### config.mk
export PLATFORM = sky130hd
export DESIGN_NAME = lpx_seq
export DESIGN_NICKNAME = d
export VERILOG_FILES = /design/src/rtl/lpx_pkg.sv /design/src/rtl/lpx_cfg_regs.sv /design/src/rtl/lpx_exit_timer.sv /design/src/rtl/lpx_cke_fanout.sv /design/src/rtl/lpx_seq.sv
export SDC_FILE = /design/constraint.sdc
export NUM_CORES = 1
export LEC_CHECK = 0
export BUFFER_PORTS_ARGS = -buffer_cell sky130_fd_sc_hd__buf_4
export CAP_MARGIN = 0
export CORE_ASPECT_RATIO = 0.8
export CORE_MARGIN = 2
export CORE_UTILIZATION = 30
export DETAILED_ROUTE_END_ITERATION = 8
export HOLD_SLACK_MARGIN = 0.1
export PLACE_DENSITY = 0.54
export SETUP_SLACK_MARGIN = 0.4
export SYNTH_ARGS = -nofsm -noshare
export SYNTH_HDL_FRONTEND = slang
export SYNTH_HIERARCHICAL = 1
export SYNTH_SLANG_ARGS = --single-unit
export TNS_END_PERCENT = 50
### constraint.sdc
create_clock -name clk -period 2.3 [get_ports clk]
set_clock_uncertainty 0.1 [all_clocks]
set_input_delay 0 -clock clk [delete_from_list [all_inputs] [get_ports clk]]
set_output_delay 0 -clock clk [all_outputs]
set_load 0.02 [all_outputs]
### src/rtl/lpx_pkg.sv
package lpx_pkg;

   typedef enum logic [1:0] {
      CMD_PASS  = 2'b00,
      CMD_NOP   = 2'b01,
      CMD_DESEL = 2'b10
   } lpx_cmd_e;

   typedef enum logic [2:0] {
      ST_ACTIVE  = 3'd0,
      ST_PD      = 3'd1,
      ST_SR      = 3'd2,
      ST_XP_WAIT = 3'd3,
      ST_XS_WAIT = 3'd4
   } lpx_state_e;

   localparam int unsigned SAFE_XS_CYCLES = 1000;

endpackage

### src/rtl/lpx_cfg_regs.sv
module lpx_cfg_regs #(
   parameter int unsigned CNT_W   = 12,
   parameter int unsigned DEF_XP  = 4,
   parameter int unsigned DEF_XS  = 16,
   parameter int unsigned SAFE_XS = 1000
) (
   input  logic             clk,
   input  logic             rst_n,
   input  logic             we,
   input  logic [CNT_W-1:0] xp_in,
   input  logic [CNT_W-1:0] xs_in,
   input  logic             safe_in,
   output logic [CNT_W-1:0] xp_eff,
   output logic [CNT_W-1:0] xs_eff
);
   localparam logic [CNT_W-1:0] ONE     = CNT_W'(1);
   localparam logic [CNT_W-1:0] SAFE_V  = CNT_W'(SAFE_XS);

   logic [CNT_W-1:0] xp_q, xs_q;
   logic             safe_q;

   always_ff @(posedge clk or negedge rst_n) begin
      if (!rst_n) begin
         xp_q   <= CNT_W'(DEF_XP);
         xs_q   <= CNT_W'(DEF_XS);
         safe_q <= 1'b0;
      end else if (we) begin
         xp_q   <= xp_in;
         xs_q   <= xs_in;
         safe_q <= safe_in;
      end
   end

   always_comb begin
      xp_eff = (xp_q == '0) ? ONE : xp_q;
      if (safe_q)
         xs_eff = SAFE_V;
      else
         xs_eff = (xs_q == '0) ? ONE : xs_q;
   end

endmodule

### src/rtl/lpx_exit_timer.sv
module lpx_exit_timer #(
   parameter int unsigned CNT_W = 12
) (
   input  logic             clk,
   input  logic             rst_n,
   input  logic             start,
   input  logic [CNT_W-1:0] load_val,
   output logic             done
);
   logic [CNT_W-1:0] cnt_q;

   always_ff @(posedge clk or negedge rst_n) begin
      if (!rst_n)
         cnt_q <= '0;
      else if (start)
         cnt_q <= load_val;
      else if (cnt_q != '0)
         cnt_q <= cnt_q - CNT_W'(1);
   end

   assign done = (cnt_q == CNT_W'(1));


   load_nonzero_chk: assert property (@(posedge clk) disable iff (!rst_n)
      start |=> (cnt_q != '0));


   steady_dec_chk: assert property (@(posedge clk) disable iff (!rst_n)
      (!start && cnt_q > CNT_W'(1)) |=> (cnt_q == $past(cnt_q) - CNT_W'(1)));

endmodule

### src/rtl/lpx_cke_fanout.sv
module lpx_cke_fanout #(
   parameter int unsigned NUM_RANKS = 2
) (
   input  logic                 cke_i,
   output logic [NUM_RANKS-1:0] cke_o
);
   for (genvar r = 0; r < NUM_RANKS; r++) begin : g_rank
      assign cke_o[r] = cke_i;
   end

endmodule

### src/rtl/lpx_seq.sv
module lpx_seq
   import lpx_pkg::*;
#(
   parameter int unsigned CNT_W     = 12,
   parameter int unsigned NUM_RANKS = 2,
   parameter int unsigned DEF_XP    = 4,
   parameter int unsigned DEF_XS    = 16
) (
   input  logic                 clk,
   input  logic                 rst_n,
   input  logic                 pd_req,
   input  logic                 wake_req,
   input  logic                 sr_req,
   input  logic                 sr_exit_req,
   input  logic                 clk_stable,
   input  logic                 refresh_due,
   input  logic                 banks_open,
   input  logic                 cfg_we,
   input  logic [CNT_W-1:0]     cfg_xp_len,
   input  logic [CNT_W-1:0]     cfg_xs_len,
   input  logic                 cfg_xs_safe,
   output logic [NUM_RANKS-1:0] cke,
   output logic [1:0]           cmd_sel,
   output logic                 ready,
   output logic                 entry_banks_open,
   output logic                 refresh_wake
);
   localparam int unsigned SAFE_BITS = $clog2(SAFE_XS_CYCLES + 1);

   if (CNT_W < SAFE_BITS) begin : g_bad_width
      $error("CNT_W too small for the safe self-refresh wait");
   end
   if (NUM_RANKS < 1) begin : g_bad_ranks
      $error("NUM_RANKS must be at least 1");
   end

   lpx_state_e       state_q, state_d;
   logic             pd_pend_q, pd_pend_d;
   logic             sr_pend_q, sr_pend_d;
   logic             banks_q, rwake_q;
   logic             tmr_start, tmr_done, go_pd, go_xp, go_xs;
   logic [CNT_W-1:0] xp_eff, xs_eff, tmr_load;
   logic             cke_int;

   lpx_cfg_regs #(
      .CNT_W(CNT_W), .DEF_XP(DEF_XP), .DEF_XS(DEF_XS), .SAFE_XS(SAFE_XS_CYCLES)
   ) u_cfg (
      .clk(clk), .rst_n(rst_n), .we(cfg_we),
      .xp_in(cfg_xp_len), .xs_in(cfg_xs_len), .safe_in(cfg_xs_safe),
      .xp_eff(xp_eff), .xs_eff(xs_eff)
   );

   lpx_exit_timer #(.CNT_W(CNT_W)) u_tmr (
      .clk(clk), .rst_n(rst_n), .start(tmr_start), .load_val(tmr_load), .done(tmr_done)
   );

   lpx_cke_fanout #(.NUM_RANKS(NUM_RANKS)) u_fan (
      .cke_i(cke_int), .cke_o(cke)
   );

   always_comb begin
      go_pd = (state_q == ST_ACTIVE) && !sr_req && (pd_req || pd_pend_q) && !refresh_due;
      go_xp = (state_q == ST_PD) && (wake_req || refresh_due);
      go_xs = (state_q == ST_SR) && (sr_exit_req || sr_pend_q) && clk_stable;
      tmr_start = go_xp || go_xs;
      tmr_load  = go_xs ? xs_eff : xp_eff;

      state_d = state_q;
      unique case (state_q)
         ST_ACTIVE:  if (sr_req) state_d = ST_SR;
                     else if (go_pd) state_d = ST_PD;
         ST_PD:      if (go_xp) state_d = ST_XP_WAIT;
         ST_SR:      if (go_xs) state_d = ST_XS_WAIT;
         ST_XP_WAIT: if (tmr_done) state_d = ST_ACTIVE;
         ST_XS_WAIT: if (tmr_done) state_d = ST_ACTIVE;
         default:    state_d = ST_ACTIVE;
      endcase

      if (go_pd || state_q == ST_PD || state_q == ST_SR)
         pd_pend_d = 1'b0;
      else
         pd_pend_d = pd_pend_q || pd_req;

      if (state_q == ST_SR)
         sr_pend_d = (sr_pend_q || sr_exit_req) && !go_xs;
      else
         sr_pend_d = 1'b0;
   end

   always_ff @(posedge clk or negedge rst_n) begin
      if (!rst_n) begin
         state_q   <= ST_ACTIVE;
         pd_pend_q <= 1'b0;
         sr_pend_q <= 1'b0;
         banks_q   <= 1'b0;
         rwake_q   <= 1'b0;
      end else begin
         state_q   <= state_d;
         pd_pend_q <= pd_pend_d;
         sr_pend_q <= sr_pend_d;
         if (go_pd) banks_q <= banks_open;
         if (go_xp) rwake_q <= refresh_due && !wake_req;
      end
   end

   always_comb begin
      cke_int = !(state_q == ST_PD || state_q == ST_SR);
      unique case (state_q)
         ST_ACTIVE: cmd_sel = CMD_PASS;
         ST_SR:     cmd_sel = CMD_DESEL;
         default:   cmd_sel = CMD_NOP;
      endcase
   end

   assign ready            = (state_q == ST_ACTIVE);
   assign entry_banks_open = banks_q;
   assign refresh_wake     = rwake_q;


   entry_with_nop_chk: assert property (@(posedge clk) disable iff (!rst_n)
      ($fell(cke_int) && !$past(sr_req)) |-> (cmd_sel == CMD_NOP));


   no_pass_when_low_chk: assert property (@(posedge clk) disable iff (!rst_n)
      !cke_int |-> (cmd_sel != CMD_PASS));


   ready_after_count_chk: assert property (@(posedge clk) disable iff (!rst_n)
      $rose(ready) |-> $past(tmr_done));


   sr_clk_stable_chk: assert property (@(posedge clk) disable iff (!rst_n)
      ($rose(cke_int) && $past(state_q) == ST_SR) |-> $past(clk_stable));


   no_entry_on_refresh_chk: assert property (@(posedge clk) disable iff (!rst_n)
      ($fell(cke_int) && !$past(sr_req)) |-> !$past(refresh_due));


   hold_in_wait_chk: assert property (@(posedge clk) disable iff (!rst_n)
      (pd_req && !tmr_done && (state_q == ST_XP_WAIT || state_q == ST_XS_WAIT)) |=> cke_int);

endmodule

; ---- Word-level counts from Yosys, hierarchy flattened
; Index checks and enable logic that the tools add are counted.
[op_classes]
addsub = 1
n_eq_ne = 9
muxes = 15
reduce_logical = 27
[ops]
columns = cell, count
row1 = two-way mux 12 bit, 6
row2 = logical NOT 12 bit, 2
row3 = two-way mux 3 bit, 5
row4 = "== test 12 x 1 -> 1 bit, second input constant", 1
row5 = one-hot mux 3 bit (4 select lines), 1
row6 = nonzero test 12 bit, 1
row7 = "subtractor 12 x 1 -> 12 bit, second input constant", 1
row8 = logical AND 1 bit, 8
row9 = logical OR 1 bit, 7
row10 = "== test 3 x 2 -> 1 bit, second input constant", 2
row11 = logical NOT 1 bit, 5
row12 = "!= test 2 bit, second input constant", 2
row13 = one-hot mux 2 bit (2 select lines), 1
row14 = AND reduction 4 bit, 1
row15 = "== test 3 x 1 -> 1 bit, second input constant", 1
row16 = "== test 3 bit, second input constant", 1
row17 = logical NOT 3 bit, 1
row18 = "!= test 3 x 2 -> 1 bit, second input constant", 1
row19 = two-way mux 1 bit, 2
row20 = "!= test 2 x 1 -> 1 bit, second input constant", 1
row21 = nonzero test 2 bit, 1
row22 = OR reduction 2 bit, 1
[totals]
ff_bits = 44
elab_cells = 61

; ---- Depth between registers and ports, before layout
[logic_depth]
ltp_word = 7
mapped_depth = 7
depth_no_buf = 6

; ---- Modules after synthesis
; Netlist, hierarchy kept.
[modules_own_cells]
columns = module, n_inst, cells_each, area_per_inst_um2, seq_area_each_um2
row1 = lpx_cfg_regs, 1, 86, 1198.6, 628.1
row2 = lpx_exit_timer, 1, 78, 742.0, 300.3
row3 = lpx_seq, 1, 54, 586.8, 175.2
row4 = lpx_cke_fanout, 1, 2, 15.0, 0.0

; ---- Worst setup path after synthesis
; Ideal clock, no wire load.
[synth_timing]
kind = reg2reg
startpoint = register state_q[1]
endpoint = register u_tmr.cnt_q[6]
arrival_ns = 1.694
required_time_ns = 2.067
path_slack_ns = 0.373
path_stages_with_launch = 8
path_buffers = 2
path_cell_list = dfrtp_1 > buf_6 > or3b_4 > nor2_4 > buf_12 > mux2_4 > a22oi_1 > o41ai_1
[synth_between]
elab_chain_cells = 5
elab_cells_between_ends = 9
classes_between = 2 x eq/ne / 2 x mux / 5 x reduce/logical
[synth_rtl]
columns = item, line_no
row1 = start: declaration, lpx_seq.sv:37  ; lpx_state_e state_q, state_d;
row2 = start signal: assignment, lpx_seq.sv:98  ; state_q <= state_d;
row3 = == test 3 x 2 -> 1 bit, lpx_seq.sv:64  ; go_xs = (state_q == ST_SR) && (sr_exit_req || sr_pend_q) && clk_stable;
row4 = logical AND 1 bit (2 in series), lpx_seq.sv:64
row5 = two-way mux 12 bit, lpx_seq.sv:66  ; tmr_load = go_xs ? xs_eff : xp_eff;
row6 = net tmr_load[6], lpx_seq.sv:42  ; logic [CNT_W-1:0] xp_eff, xs_eff, tmr_load;
row7 = two-way mux 12 bit, lpx_exit_timer.sv:15  ; else if (start)
row8 = end signal: assignment, lpx_exit_timer.sv:16  ; cnt_q <= load_val;
row9 = end signal: assignment, lpx_exit_timer.sv:18  ; cnt_q <= cnt_q - CNT_W'(1);
row10 = end: declaration, lpx_exit_timer.sv:10  ; logic [CNT_W-1:0] cnt_q;
; The timed path passes the listed nets, and every way through them passes these cells.
; A chain may end at the register's enable or synchronous reset.

; ---- Final worst setup path
[layout_timing]
startpoint = register state_q[0]
endpoint = register u_tmr.cnt_q[6]
; The elaborated chain is that of the path after synthesis.

==> key figures <==
Drt
  – Top sig layer: met4
  – Met1 Wirelength: about 2600 um
  – Post-Route WL: ~5300 um
  – Met3 routed WL: 177 um
  – Drt pass-1 iters: 4
  – Detail Route Antenna Nets: 0
  – Initial DRC Count: 51
  – Avg WL per Cell: 13.0 um
  – Met2 routed WL: 2440 um
  – Via Count: 1,812
  – Remaining DRCs: 0
  – Avg Vias per Cell: 4.45

Synthesis
  – Most frequent cell after synthesis: dfrtp_1
  – Syn Inst Count: between 200 and 250
  – Area leader, netlist: dfrtp_1
  – YS warnings: 6
  – Top post-synthesis cells by area: dfrtp_1 (41%), mux2_4 (17%), mux2_2 (3.1%), nand2_1 (2.5%), buf_12 (2.4%)
  – Adder-Cell Fraction of Synth Area: 1.48%
  – Netlist cell types: 47
  – Synthesized cell area: 0.00254 mm2
  – Post-synthesis mux area share: 21.0%
  – Number of synthesized flops with an enable pin: 0
  – Flops & latches, synth: 44
  – Post-Synth Simple-Gate Area: approximately 16%
  – Post-Syn Area per Cell: about 12 um2
  – Combinational family with the most area after synthesis: multiplexers
  – Sequential fraction of the synthesis area: a little over two fifths
  – Dominant synthesized flop cell: dfrtp_1
  – Async SR Flop Fraction: 100%
  – Compound-gate portion of the synthesized area: 7.82%
  – Post-Synth XOR/XNOR Area: 3.10%
  – Synth top cells by count: dfrtp_1 (42), mux2_4 (28), nand2_1 (17)
  – Post-Syn Nets: 258
  – Yosys top cell area share: 41.3%

Power and ir drop
  – Gate power share: 44.9%
  – Total power draw: about 3200 uW
  – Sequential share of power: 36.9%
  – Share of total power in the clock network: 18.2%
  – Pwr Density: 943 mW/mm2
  – VDD IR max: roughly 0.32 mV
  – Switch share: 35.3%
  – Sw Pwr: about 1100 uW
  – Pint: 2100 uW
  – Leak: 0.00151 uW

Setup path
  – CP endpoint kind: register
  – Reg2reg end: u_tmr/cnt_q[6]
  – Critical Path RT: 2380 ps
  – CP startpoint: state_q[0]
  – CP Cell Sequence: or3b_4, nor2_4, buf_4, mux2_4, a22oi_1, o41ai_1
  – Slowest-stage cell, CP: or3b_4
  – Critical Path Max Stage Delay: 430 ps
  – Critical path endpoint: u_tmr/cnt_q[6]
  – Crit path max-delay family: simple AND/OR/NAND/NOR gates
  – FF-to-FF path depth: 6
  – R2R Setup Slk: ~450 ps
  – Critical Path Start Type: register
  – Crit-path max FO: 5
  – Crit path kind: register to register
  – RR Startpoint: state_q[0]
  – WP data arrival: 1940 ps
  – Crit path buf inv count: 1
  – WP depth: 6

CTS
  – Num Clock Sinks: 44
  – CTS Buf Count: 5
  – Clock slew at reported path FFs: 80 ps
  – CTS tree: built
  – H-tree depth: 2
  – CTS root buffer: clkbuf_8
  – Clock Tree Buf Depth: 2
  – Skew-Pair Late Insertion Delay: 300 ps

Status
  – Status: completed

Worst hold path
  – Hold WC Path Type: input pin to register

Layout
  – Fill count: 814
  – Area Growth Syn to Fin: 35.2%
  – Area of the multi-input gates: 0.00128 mm2
  – Seq. cell area: 0.00110 mm2
  – Final instance area: 0.00344 mm2
  – Ant. Diodes: 0
  – Share of cells above drive strength 1: 38.3%
  – Nets@finish: 332
  – Final cell count without fillers: around 410

GRT
  – Largest net degree at the start of global routing: 45
  – Global-route wire length before repair: 8960 um
  – GRT overflow: 0
  – Initial antenna violation count: 0
  – GRT Total Usage: about 12%
  – Vias in the first global route: 1,856

Placed design
  – Placed Instances: 355
  – Hpwl dp: 3750 um
  – Final GP Congestion: between 0.7 and 0.8
  – # port buffers: 41
  – Placed instance area: 0.00288 mm2

Timing
  – Max-slew violation count: 0
  – Hold_ws: 105 ps
  – Setup TNS: 0 ps
  – Worst slew margin: 62.8%
  – Final period util: 80.6%
  – Final Hold Fails: 0
  – Final setup viols: 0
  – Crit path time final: 1850 ps
  – RSZ-0062 raised after global routing: yes
  – Worst-margin pin slew: ~560 ps
  – Highest clock rate: 540 MHz

Die
  – Die area: 0.00923 mm2
  – FP Rows: 30
  – Core Area: approximately 0.0084 mm2
  – Initial Utilization: 30.4%
  – Io pins: 42
  – Die Y-Extent: 86.3 um
  – Die W: 107 um

Run
  – Maxcap violations: 0
==> metal layers <==
layer / track usage [%] / vias up
li1: - / 918
met1: 17.0 / 861
met2: 19.4 / 26
met3: 3.31 / 7
met4: 4.25 / 0
met5: 0 / -
==> worst register-to-register path, delay by kind of cell, from the launching register on <==
| kind | cells | cell delay (ps) |
|---|---|---|
| simple gates | 2 | 570 |
| flops | 1 | 380 |
| mux | 1 | 290 |
| buf+inv | 1 | 130 |
| compound gates | 2 | 260 |
==> worst min path at each step <==
stage,start,endpoint,slack (ps),cells after the start
CTS,cfg_we,u_cfg/xs_q[0],100,2
global route,cfg_we,u_cfg/xs_q[0],100,2
detailed placement,rst_n,pd_pend_q,-60,1
floorplan,rst_n,entry_banks_open,-400,0
global placement,rst_n,pd_pend_q,-60,1
finish,cfg_we,u_cfg/xs_q[0],110,2
==> state kept, by name (all words and copies together), names as in the netlist <==
signal / count
u_cfg/xp_q: 12
u_cfg/xs_q: 12
u_tmr/cnt_q: 12
state_q: 3
entry_banks_open: 1
pd_pend_q: 1
refresh_wake: 1
sr_pend_q: 1
u_cfg/safe_q: 1
==> power groups by stage <==
| stage | Clock, uW | Sequential [uW] | Combinational, uW |
|---|---|---|---|
| floorplan | 0 | 1170 | 1000 |
| global placement | 0 | 1190 | 1320 |
| detailed placement | 0 | 1190 | 1330 |
| CTS | 613 | 1180 | 1430 |
| global route | 653 | 1230 | 1610 |
| finish | 589 | 1200 | 1460 |
==> kinds of logic after synthesis <==
kind of cell | Yosys count
and+or+nand+nor | 69
DFF | 44
muxes | 38
AOI/OAI and AO/OA | 29
buffers and inverters | 28
xor gates and xnor gates | 9
adders and majority gates | 3
==> area by class of cell <==
type / count / share of cell area (%)
flip-flops and latches: 44 / 32.1
clock buffers: 6 / 2.11
repair buffers: 90 / 22.9
multi-input cells: 148 / 37.3
well taps: 112 / 4.08
inverters: 5 / 0.546
clock inverters: 2 / 1.02
==> stage by stage <==
| stage | utilization, % | setup slack, ps |
|---|---|---|
| after floorplan | - | 409 |
| after global placement | 34.3 | 318 |
| after detailed placement | 34.3 | 295 |
| after CTS | 40.6 | 393 |
| after global routing | 41.1 | 306 |
| final | 41.1 | 447 |
==> cells in the final DEF (no fill, tap or decap), types with 2 or more instances in the layout <==
cell	n
nor2b_1	9
or2_2	7
mux2_2	7
nor2_1	9
nand2b_1	2
dlygate4sd3_1	39
nand2_1	17
dfrtp_1	42
xnor2_1	5
clkbuf_8	5
nor4_1	5
dfstp_2	2
o31ai_1	5
a22o_1	2
nand3_1	2
nor3_2	2
mux2_1	3
o21ai_0	4
buf_4	50
a21oi_1	6
xor2_1	4
inv_1	5
mux2_4	28
nor3_1	4
ha_1	3
o21ai_1	3
==> timing repair <==
action | CTS | global route
resized for setup | 0 | 4
pin swaps | 1 | 1
endpoints found under the setup margin | 12 | 12
hold buffers | 39 | 0
endpoints found under the hold margin | 76 | 0
buffers inserted | 3 | 2
(Power assumes the default switching activity.)
